File: src/rtl/dpg_pkg.sv
package dpg_pkg;

  // Form of the merged error line
  typedef enum logic {
    ERR_COMB = 1'b0,
    ERR_HELD = 1'b1
  } err_mode_e;

endpackage

File: src/rtl/lane_parity_gen.sv
module lane_parity_gen #(
  parameter int unsigned W = 8
) (
  input  logic [W-1:0] data,
  output logic         par
);
  // even parity: the stored bit cancels an odd count of ones
  assign par = ^data;
endmodule

File: src/rtl/lane_checker.sv
module lane_checker #(
  parameter int unsigned W = 8
) (
  input  logic [W-1:0] data,
  input  logic         par,
  input  logic         en,
  output logic         err
);
  logic odd_count;

  assign odd_count = ^{data, par};
  assign err       = en & odd_count;
endmodule

File: src/rtl/err_merge.sv
module err_merge
  import dpg_pkg::*;
#(
  parameter int unsigned N    = 2,
  parameter err_mode_e   MODE = ERR_HELD
) (
  input  logic         clk,
  input  logic         rst_n,
  input  logic         strobe,
  input  logic [N-1:0] lane_err,
  output logic         err_n
);
  logic any_err_n;

  assign any_err_n = ~(|lane_err);

  if (MODE == ERR_HELD) begin : g_held
    logic held_q;
    always_ff @(posedge clk or negedge rst_n) begin
      if (!rst_n)      held_q <= 1'b1;
      else if (strobe) held_q <= any_err_n;
    end
    assign err_n = held_q;
  end else begin : g_comb
    logic unused_ctl;
    assign unused_ctl = clk ^ rst_n ^ strobe;
    assign err_n      = any_err_n;
  end
endmodule

File: src/rtl/dp_parity_guard.sv
module dp_parity_guard
  import dpg_pkg::*;
#(
  parameter int unsigned LANE_W   = 8,
  parameter int unsigned LANES    = 2,
  parameter err_mode_e   ERR_MODE = ERR_HELD
) (
  input  logic                     clk,
  input  logic                     rst_n,
  input  logic [LANE_W*LANES-1:0]  wr_data,
  output logic [LANES-1:0]         gen_par,
  input  logic [LANE_W*LANES-1:0]  rd_data,
  input  logic [LANES-1:0]         rd_par,
  input  logic [LANES-1:0]         bank_en,
  input  logic                     rd_strobe,
  output logic [LANES-1:0]         bank_err,
  output logic                     par_err_n
);
  localparam int unsigned DATA_W = LANE_W * LANES;

  logic [DATA_W-1:0] wr_word;
  logic [DATA_W-1:0] rd_word;

  assign wr_word = wr_data;
  assign rd_word = rd_data;

  for (genvar i = 0; i < LANES; i++) begin : g_lane
    lane_parity_gen #(.W(LANE_W)) u_gen (
      .data (wr_word[i*LANE_W +: LANE_W]),
      .par  (gen_par[i])
    );

    lane_checker #(.W(LANE_W)) u_chk (
      .data (rd_word[i*LANE_W +: LANE_W]),
      .par  (rd_par[i]),
      .en   (bank_en[i]),
      .err  (bank_err[i])
    );
  end

  err_merge #(.N(LANES), .MODE(ERR_MODE)) u_merge (
    .clk      (clk),
    .rst_n    (rst_n),
    .strobe   (rd_strobe),
    .lane_err (bank_err),
    .err_n    (par_err_n)
  );
endmodule

File: config.mk
export PLATFORM = sky130hd
export DESIGN_NAME = dp_parity_guard
export DESIGN_NICKNAME = d
export VERILOG_FILES = /design/src/rtl/dpg_pkg.sv /design/src/rtl/lane_parity_gen.sv /design/src/rtl/lane_checker.sv /design/src/rtl/err_merge.sv /design/src/rtl/dp_parity_guard.sv
export SDC_FILE = /design/constraint.sdc
export NUM_CORES = 1
export LEC_CHECK = 0
export BUFFER_PORTS_ARGS = -buffer_cell sky130_fd_sc_hd__buf_2
export CAP_MARGIN = 10
export CORE_AREA = 2 2 39 41
export CTS_CLUSTER_SIZE = 30
export DETAILED_ROUTE_END_ITERATION = 12
export DIE_AREA = 0 0 41 43
export PLACE_DENSITY = 0.71
export SYNTH_ARGS = -nofsm -noshare
export SYNTH_HDL_FRONTEND = slang
export SYNTH_HIERARCHICAL = 1
export SYNTH_SLANG_ARGS = --single-unit
File: constraint.sdc
create_clock -name clk -period 0.98 [get_ports clk]
set_input_delay 0.098 -clock clk [delete_from_list [all_inputs] [get_ports clk]]
set_output_delay 0.098 -clock clk [all_outputs]
set_load 0.05 [all_outputs]
==> results.tsv, run 1 <==
metric	value	unit
kind of critical path	in2reg	
Final nets	120	
std cell rows	14	
Worst Clk Skew	0	ps
die area	1763	sq um
Slew Limit Fails	0	
cell area after synthesis	357.8	sq um
crit start category	input pin	
CP required	900	ps
Worst Tran Pin Value	255.4	ps
Arr. time, crit path	1330	ps
failing checks	setup timing	
hold buffers post-CTS	0	
Final Non-Filler Cells	95	
final setup margin	-434.0	ps
sequential-to-total area share from yosys stat	7.343	%
number of global-route vias before repair	389	
share of cells above drive strength 1	79.75	%
syn_nets	74	
initial drt markers	1	
post-place setup slack	-434.7	ps
synthesized area per cell	10.22	sq um
Slew HR	82.89	%
P&R area growth vs syn	180.8	%
Final period util	144.3	%
most frequent cells in the layout	22 x buf_2, 17 x buf_6, 10 x xnor2_4	
Tmin final	1414	ps
via count	391	
CP Max Fanout	2	
IO Count	44	
endpoints failing setup	5	
Die H	43	um
final instance area	1005	sq um
VDD IR max	945.2	uV
commonest non-fill, non-tap cell in the layout	buf_2	
Max-Cap Viols	0	
max reg flops	1	
Core Area	1384	sq um
status	finished with violations	
DP Wirelength	838.9	um
largest net degree at the start of global routing	3	
grt ovf	0	
worst-skew pair later-pin latency	0	ps
Reg clk slew, reported paths	0	ps
DR pass1 iterations	2	
Area after DPL	723.2	sq um
Synth cell types	10	
via/cell ratio	4.116	
placer congestion estimate	0.6123	
first-pass GRT wire length	1.414	mm
initial core utilization	25.86	%
port bufs	43	
Pleak	0.4755	nW
initial antenna violation count	0	
final WL	1.149	mm
dpl cells	95	
Yosys warnings	6	
Die Wd	41	um
Fmax achieved	707.2	MHz
ant diodes	0	
Hold WS	31.44	ps
GRT Total Usage	11.57	%
# DRC	0	
RSZ-0062 raised after global routing	yes	
Crit. End Element	flop	
synthesized flop and latch total	1	
Cells after Synth	35	
Hold Crit Class	in2async	
DRT antenna net count	0	
fillers	88	
Final Hold Fails	0	
DR WL/cell	12.09	um
Cell Pwr Density	1167	nW/um^2
[power by group]
group          leakage, nW  total, mW  internal (mW)  switching, mW
Sequential          0.0105     0.0785         0.0685         0.0100
Clock                    0          0              0              0
Combinational        0.465       1.09          0.573          0.521
[routing by layer]
layer  wire (um)  track usage, %  vias up
met1         293           9.333      184
li1            -               -      196
met4           0               0        0
met5           0               0        -
met3          36               0        0
met2         820           26.88       11
[cells by family after synthesis]
| kind of cell | share of synthesized area, % |
|---|---|
| muxes | 9.789 |
| and+or+nand+nor | 6.643 |
| xor gates and xnor gates | 74.12 |
| buffers and inverters | 2.099 |
| DFF | 7.344 |
[worst max-delay path, cell delays in order]
cell and delay, ps:
buf_2 110, xnor2_2 130, xnor3_1 430, mux2i_4 240
nor2_1 70, mux2_4 250
[timing repair]
item / CTS / global route
buffers inserted: 0 / 1
endpoints found under the setup margin: 5 / 5
pin swaps: 10 / 11
gates resized for setup: 17 / 24
[path summary, 6_finish.rpt]
kind | cells after the start | endpoint | startpoint | slack [ps]
min in group clk | 2 | u_merge/err_n$_DFFE_PN1P_ | rd_strobe | 370
max | 6 | u_merge/err_n$_DFFE_PN1P_ | rd_data[7] | -430
max reg2reg | 1 | u_merge/err_n$_DFFE_PN1P_ | u_merge/err_n$_DFFE_PN1P_ | 270
max in group asynchronous | 1 | u_merge/err_n$_DFFE_PN1P_ | rst_n | 930
min reg2reg | 1 | u_merge/err_n$_DFFE_PN1P_ | u_merge/err_n$_DFFE_PN1P_ | 630
min | 1 | u_merge/err_n$_DFFE_PN1P_ | rst_n | 30
[stage by stage]
| step | setup TNS, ps | power [mW] | utilization, % |
|---|---|---|---|
| 2_1_floorplan | -976.8 | 0.7457 | - |
| 3_3_place_gp | -1628 | 0.9234 | 52.26 |
| 3_5_place_dp | -1685 | 0.9363 | 52.26 |
| 4_1_cts | -1314 | 1.032 | 59.04 |
| 5_1_grt | -1512 | 1.229 | 72.60 |
| 6_report | -1302 | 1.173 | 72.60 |
[Yosys cell counts]
cell / n / share of area (%)
mux2i_1: 2 / 5.6
xor2_1: 4 / 9.8
dfstp_2: 1 / 7.3
xnor2_1: 16 / 39
mux2_4: 1 / 4.2
or2_1: 2 / 3.5
inv_1: 2 / 2.1
nor2_1: 1 / 1.0
xnor3_1: 4 / 25
nand2_1: 2 / 2.1
[layout make-up]
type / instances / area, sq um / area share [%]
Timing Repair Buffer: 44 / 354.1 / 35.24
Sequential cell: 1 / 26.28 / 2.615
Multi-Input combinational cell: 32 / 596.8 / 59.40
Inverter: 2 / 7.507 / 0.7472
Tap cell: 16 / 20.02 / 1.993
(Power assumes the default switching activity.)
==> run 2: changes to the inputs <==
- CORE_AREA: 2 2 39 41 -> unset
- CORE_MARGIN: unset -> 2
- CORE_UTILIZATION: unset -> 30
- DIE_AREA: 0 0 41 43 -> unset
- PLACE_DENSITY: 0.71 -> 0.74
- RECOVER_POWER: unset -> 100
- SYNTH_HIERARCHICAL: 1 -> unset
==> run 2 against run 1 <==
  * The run still ends with setup timing left
  * Critical path depth fell by 1
  * Synthesized cell count rose by 17%
  * Largest cell class unchanged
  * First-iteration DRC count fell by 100%
  * Worst hold slack improved by 2.7 ps
  * Total power fell by 23%
  * Critical path type unchanged
  * Final area fell by 18%
  * Via count rose by 3.3%
==> results.tsv, run 2 <==
metric	value	unit
kind of critical path	in2reg	
Worst Clk Skew	0	ps
mux share of post-synthesis cell area	2.508	%
Util after Layout	64.79	%
Post-Synth XOR/XNOR Area	69.28	%
crit path cell chain	buf_6 -> xor2_2 -> xnor3_1 -> mux2i_2 -> a2111oi_2	
DR WL/cell	10.88	um
status	finished with violations	
max reg flops	1	
placer congestion estimate	0.5826	
# DRC	0	
crit path from	rd_data[12]	
initial antenna violation count	0	
slowest stage delay, CP	440	ps
Multi-input gate area	436.7	sq um
synthesized area per cell	9.735	sq um
endpoints failing setup	5	
asr flop ratio synth	100.0	%
Slew HR	81.93	%
final setup margin	-384.7	ps
area fraction in compound gates after synthesis	3.762	%
final WL	1.044	mm
slowest CP cell	xnor3_1	
Final Non-Filler Cells	96	
sequential-to-total area share from yosys stat	6.583	%
Post-synth EDFFs	0	
GRT Total Usage	12.97	%
Die H	40.48	um
r2r endpoint	u_merge.err_n$_DFFE_PN1P_	
commonest non-fill, non-tap cell in the layout	buf_2	
Final period util	139.3	%
number of global-route vias before repair	390	
Synth cell types	15	
most numerous cell in the Yosys netlist	xnor2_1	
Hold WS	34.18	ps
top cell type's share of synthesized area	39.50	%
port bufs	43	
failing checks	setup timing	
most frequent cells in the layout	22 x buf_2, 17 x buf_6, 11 x xnor2_2	
Area after DPL	628.1	sq um
P&R area growth vs syn	106.0	%
Post-synth top flop	dfstp_2	
cell area after synthesis	399.1	sq um
Reg clk slew, reported paths	0	ps
total stage count of the critical path	5	
initial core utilization	31.46	%
Yosys warnings	0	
Worst Path Buf+Inv	1	
via count	404	
largest net degree at the start of global routing	4	
Core Area	1269	sq um
adder-cell share of the synthesized area	0	%
Die Wd	40.48	um
dominant delay contributor by cell family on the critical path	XOR/XNOR gates	
fillers	105	
Pleak	0.4252	nW
Fmax achieved	732.8	MHz
dpl cells	96	
Max-Cap Viols	0	
std cell rows	13	
FF-to-FF setup slack	-10	ps
syn_nets	80	
Tmin final	1365	ps
setup bufs post-CTS	0	
RSZ-0062 raised after global routing	yes	
Final nets	122	
largest family of logic cells by synthesized area	XOR/XNOR gates	
area leader, netlist	xnor2_1	
Crit. End Element	flop	
crit start category	input pin	
Simple-Gate Fraction of Synth Area	9.404	%
Cell Pwr Density	1097	nW/um^2
CP Max Fanout	2	
Cells after Synth	41	
total negative slack	-1172	ps
die area	1638	sq um
VDD IR max	855.3	uV
synthesized flop and latch total	1	
DR pass1 iterations	1	
grt ovf	0	
ant diodes	0	
Slew Limit Fails	0	
CP required	870	ps
Worst Tran Pin Value	270.5	ps
Final Hold Fails	0	
worst r2r path cells	2	
initial drt markers	0	
first-pass GRT wire length	1.476	mm
worst-skew pair later-pin latency	0	ps
final instance area	822.0	sq um
origin of the critical flop-to-flop path	u_merge.err_n$_DFFE_PN1P_	
share of cells above drive strength 1	76.54	%
Arr. time, crit path	1260	ps
IO Count	44	
Hold Crit Class	in2async	
Post-synth top cells	18 x xnor2_1, 4 x buf_4, 4 x xor2_1	
via/cell ratio	4.208	
dominant cells by area after synthesis	xnor2_1 39%, xnor3_1 17%, xor2_1 8.8%	
DRT antenna net count	0	
DP Wirelength	838.7	um
FF/Latch Area	26.28	sq um
-- run 2: timing repair --
item,4_1_cts,5_1_grt
hold buffers,0,0
gates resized for setup,22,11
pin swaps,16,8
endpoints found under the setup margin,5,5
-- run 2: stage by stage --
stage          setup slack (ps)  power, mW
2_1_floorplan            -236.8     0.6728
3_3_place_gp             -441.9     0.7583
3_5_place_dp             -463.1     0.7718
4_1_cts                  -421.1     0.8618
5_1_grt                  -443.9     0.9489
6_report                 -384.7     0.9022
-- run 2: how the worst max path moves through the flow --
stage | endpoint | slack, ps
floorplan | bank_err[1] | -240
global placement | bank_err[1] | -440
detailed placement | bank_err[0] | -460
CTS | bank_err[1] | -420
global route | bank_err[0] | -440
finish | u_merge.err_n$_DFFE_PN1P_ | -380
-- run 2: layout make-up --
class / instances / area share, %
well taps: 15 / 2.283
multi-input cells: 35 / 53.12
inverters: 1 / 0.4566
repair buffers: 44 / 40.94
flip-flops and latches: 1 / 3.196
-- run 2: logic make-up (layout without fill, tap and decap cells) --
logic type / count (synthesis) / count (layout)
xor gates and xnor gates: 26 / 26
AOI/OAI and AO/OA: 1 / 1
muxes: 1 / 1
DFF: 1 / 1
and+or+nand+nor: 7 / 7
buffers and inverters: 5 / 45
-- run 2: power breakdown --
part	leakage, nW	switching, mW	internal, mW
logic	0.415	0.431	0.401
clock network	0	0	0
registers	0.0105	0.00669	0.0642
total	0.425	0.437	0.465
-- run 2: layer usage --
metal	global-route usage (%)	up-vias	wire (um)
met1	11.22	185	293
li1	-	206	-
met2	31.75	13	703
met3	0	0	46
met4	0	0	0
met5	0	-	0
==> run 3: changes to the inputs <==
- ABC_AREA: unset -> 1
- CAP_MARGIN: 10 -> 0
==> run 3 against run 2 <==
  * Utilization fell by 0.34 points
  * Global-route usage up 0.40 points
  * Routed wire length rose by 39%
  * Setup slack better by 310 ps
  * Cell count rose by 46%
  * Largest cell class unchanged
  * Synthesized cell count up 100%
  * Sequential share of layout area shrank 0.52 points
  * Register-to-register slack better by 310 ps
  * The flow still finishes with violations (setup timing)
  * Area after synthesis increased by 23%
  * Total power fell by 6.5%
  * Final area grew 19%
  * First-iteration DRC count increased by 1
==> results.tsv, run 3 <==
metric	value	unit
status	finished with violations	
failing checks	setup timing	
initial core utilization	32.18	%
final WL	1.446	mm
Final Hold Fails	0	
Slew Limit Fails	0	
Tmin final	1057	ps
Multi-input gate area	509.2	sq um
Pleak	0.5369	nW
GRT Total Usage	13.37	%
post-place setup slack	-175.1	ps
slowest CP cell	xor2_1	
sequential-to-total area share from yosys stat	5.357	%
Final period util	107.8	%
slowest stage delay, CP	180	ps
final instance area	982.2	sq um
worst-skew pair later-pin latency	0	ps
Worst Tran Pin Value	275.3	ps
# DRC	0	
FF/Latch Area	26.28	sq um
initial drt markers	1	
syn_nets	123	
Arr. time, crit path	960	ps
Post-synth top flop	dfstp_2	
CP required	880	ps
placer congestion estimate	0.5997	
crit path cell chain	buf_2 -> xor2_1 -> nand2_1 -> nand2_1 -> inv_1 -> nand2_1 -> nand3_2 -> inv_2 -> buf_8	
Die Wd	44.44	um
Worst Path Buf+Inv	4	
Die H	44.44	um
Crit. End Element	primary output	
fillers	136	
DRT antenna net count	0	
crit start category	input pin	
Reg clk slew, reported paths	0	ps
area leader, netlist	xnor2_1	
via/cell ratio	4.429	
dominant delay contributor by cell family on the critical path	buffers and inverters	
dpl cells	140	
RSZ-0062 raised after global routing	yes	
Core Area	1524	sq um
first-pass GRT wire length	2.063	mm
top cell type's share of synthesized area	30.36	%
setup bufs post-CTS	0	
VDD IR max	607.5	uV
via count	620	
Worst Clk Skew	0	ps
grt ovf	0	
dominant cells by area after synthesis	xnor2_1 30%, nand2_1 27%, xor2_1 11%	
most numerous cell in the Yosys netlist	nand2_1	
most used cell, CP	nand2_1	
CP Max Fanout	2	
die area	1974	sq um
Slew HR	81.72	%
commonest non-fill, non-tap cell in the layout	nand2_1	
Final Non-Filler Cells	140	
kind of critical path	in2out	
endpoints failing setup	5	
std cell rows	14	
synthesized flop and latch total	1	
DP Wirelength	972.2	um
Area after DPL	703.2	sq um
DR pass1 iterations	3	
Final nets	165	
largest net degree at the start of global routing	4	
initial antenna violation count	0	
Fmax achieved	946.5	MHz
Cells after Synth	84	
max reg flops	1	
number of global-route vias before repair	584	
port bufs	43	
IO Count	44	
asr flop ratio synth	100.0	%
ant diodes	0	
share of cells above drive strength 1	64.52	%
P&R area growth vs syn	100.3	%
Cell Pwr Density	858.9	nW/um^2
Yosys warnings	0	
final setup margin	-76.56	ps
Post-synth EDFFs	0	
most frequent cells in the layout	23 x nand2_1, 20 x buf_2, 17 x buf_6	
Hold Crit Class	in2async	
Max-Cap Viols	0	
cell area after synthesis	490.5	sq um
Hold WS	35.34	ps
Synth cell types	11	
Post-synth top cells	35 x nand2_1, 17 x xnor2_1, 11 x inv_1	
DR WL/cell	10.33	um
synthesized area per cell	5.839	sq um
## run 3: changes by cell type in the layout (fill, tap and decap cells not counted), moves of 3 or more
| cell | previous run | this run |
|---|---|---|
| xor2_1 | 2 | 5 |
| nand2_1 | 2 | 23 |
| nand2_2 | 0 | 13 |
| inv_1 | 1 | 4 |
| nand3_2 | 0 | 4 |
| inv_4 | 0 | 4 |
| buf_8 | 0 | 4 |
| inv_2 | 0 | 4 |
## run 3: cell type report
class	instances	share of cell area, %
Inverter	12	5.605
Timing Repair Buffer	44	37.83
Multi-Input combinational cell	67	51.85
Tap cell	16	2.038
Sequential cell	1	2.675
## run 3: worst paths after layout
| path | slack (ps) | start | depth (start not counted) | to |
|---|---|---|---|---|
| max in group asynchronous | 920 | rst_n | 1 | u_merge.err_n$_DFFE_PN1P_ |
| worst min-delay path | 40 | rst_n | 1 | u_merge.err_n$_DFFE_PN1P_ |
| worst max-delay path | -80 | rd_data[10] | 9 | bank_err[1] |
| min in group clk | 330 | rd_strobe | 3 | u_merge.err_n$_DFFE_PN1P_ |
| worst max register to register | 300 | u_merge.err_n$_DFFE_PN1P_ | 2 | u_merge.err_n$_DFFE_PN1P_ |
| worst min register to register | 470 | u_merge.err_n$_DFFE_PN1P_ | 2 | u_merge.err_n$_DFFE_PN1P_ |
## run 3: power breakdown
group,internal [mW],switching [mW],leakage (nW)
Clock,0,0,0
Sequential,0.0549,0.00366,0.0105
Combinational,0.357,0.428,0.526
Total,0.411,0.432,0.537
## run 3: cells by family (layout without fill, tap and decap cells)
logic type | count (synthesis) | after routing | synth area share [%]
xor+xnor | 23 | 23 | 41.07
buf+inv | 16 | 56 | 15.31
flops | 1 | 1 | 5.358
simple gates | 44 | 44 | 38.27
## run 3: worst reg2reg max path, stage by stage, from the launching register on
cell	delay, ps
dfstp_2	510
nand2_1	60
nand2_2	60
## run 3: routing by layer
layer | vias up | share of wire, % | GRT usage, %
met5 | - | 0 | 0
met4 | 0 | 0.97 | 1.818
met3 | 2 | 6.6 | 2.449
met2 | 20 | 66 | 28.82
met1 | 273 | 26 | 12.87
li1 | 325 | - | -
## run 3: what timing repair did
item | in CTS | in global routing
pin swaps | 25 | 21
hold buffers | 0 | 0
resized for setup | 38 | 29
endpoints found under the setup margin | 5 | 5
## run 3: stage by stage
step / utilization [%] / power, mW / setup TNS [ps]
finish: 64.45 / 0.8436 / -241.5
global route: 64.45 / 0.8986 / -631.4
CTS: 57.14 / 0.7761 / -153.4
detailed placement: 46.14 / 0.6556 / -520.2
global placement: 46.14 / 0.6414 / -380.5
floorplan: - / 0.5464 / 0
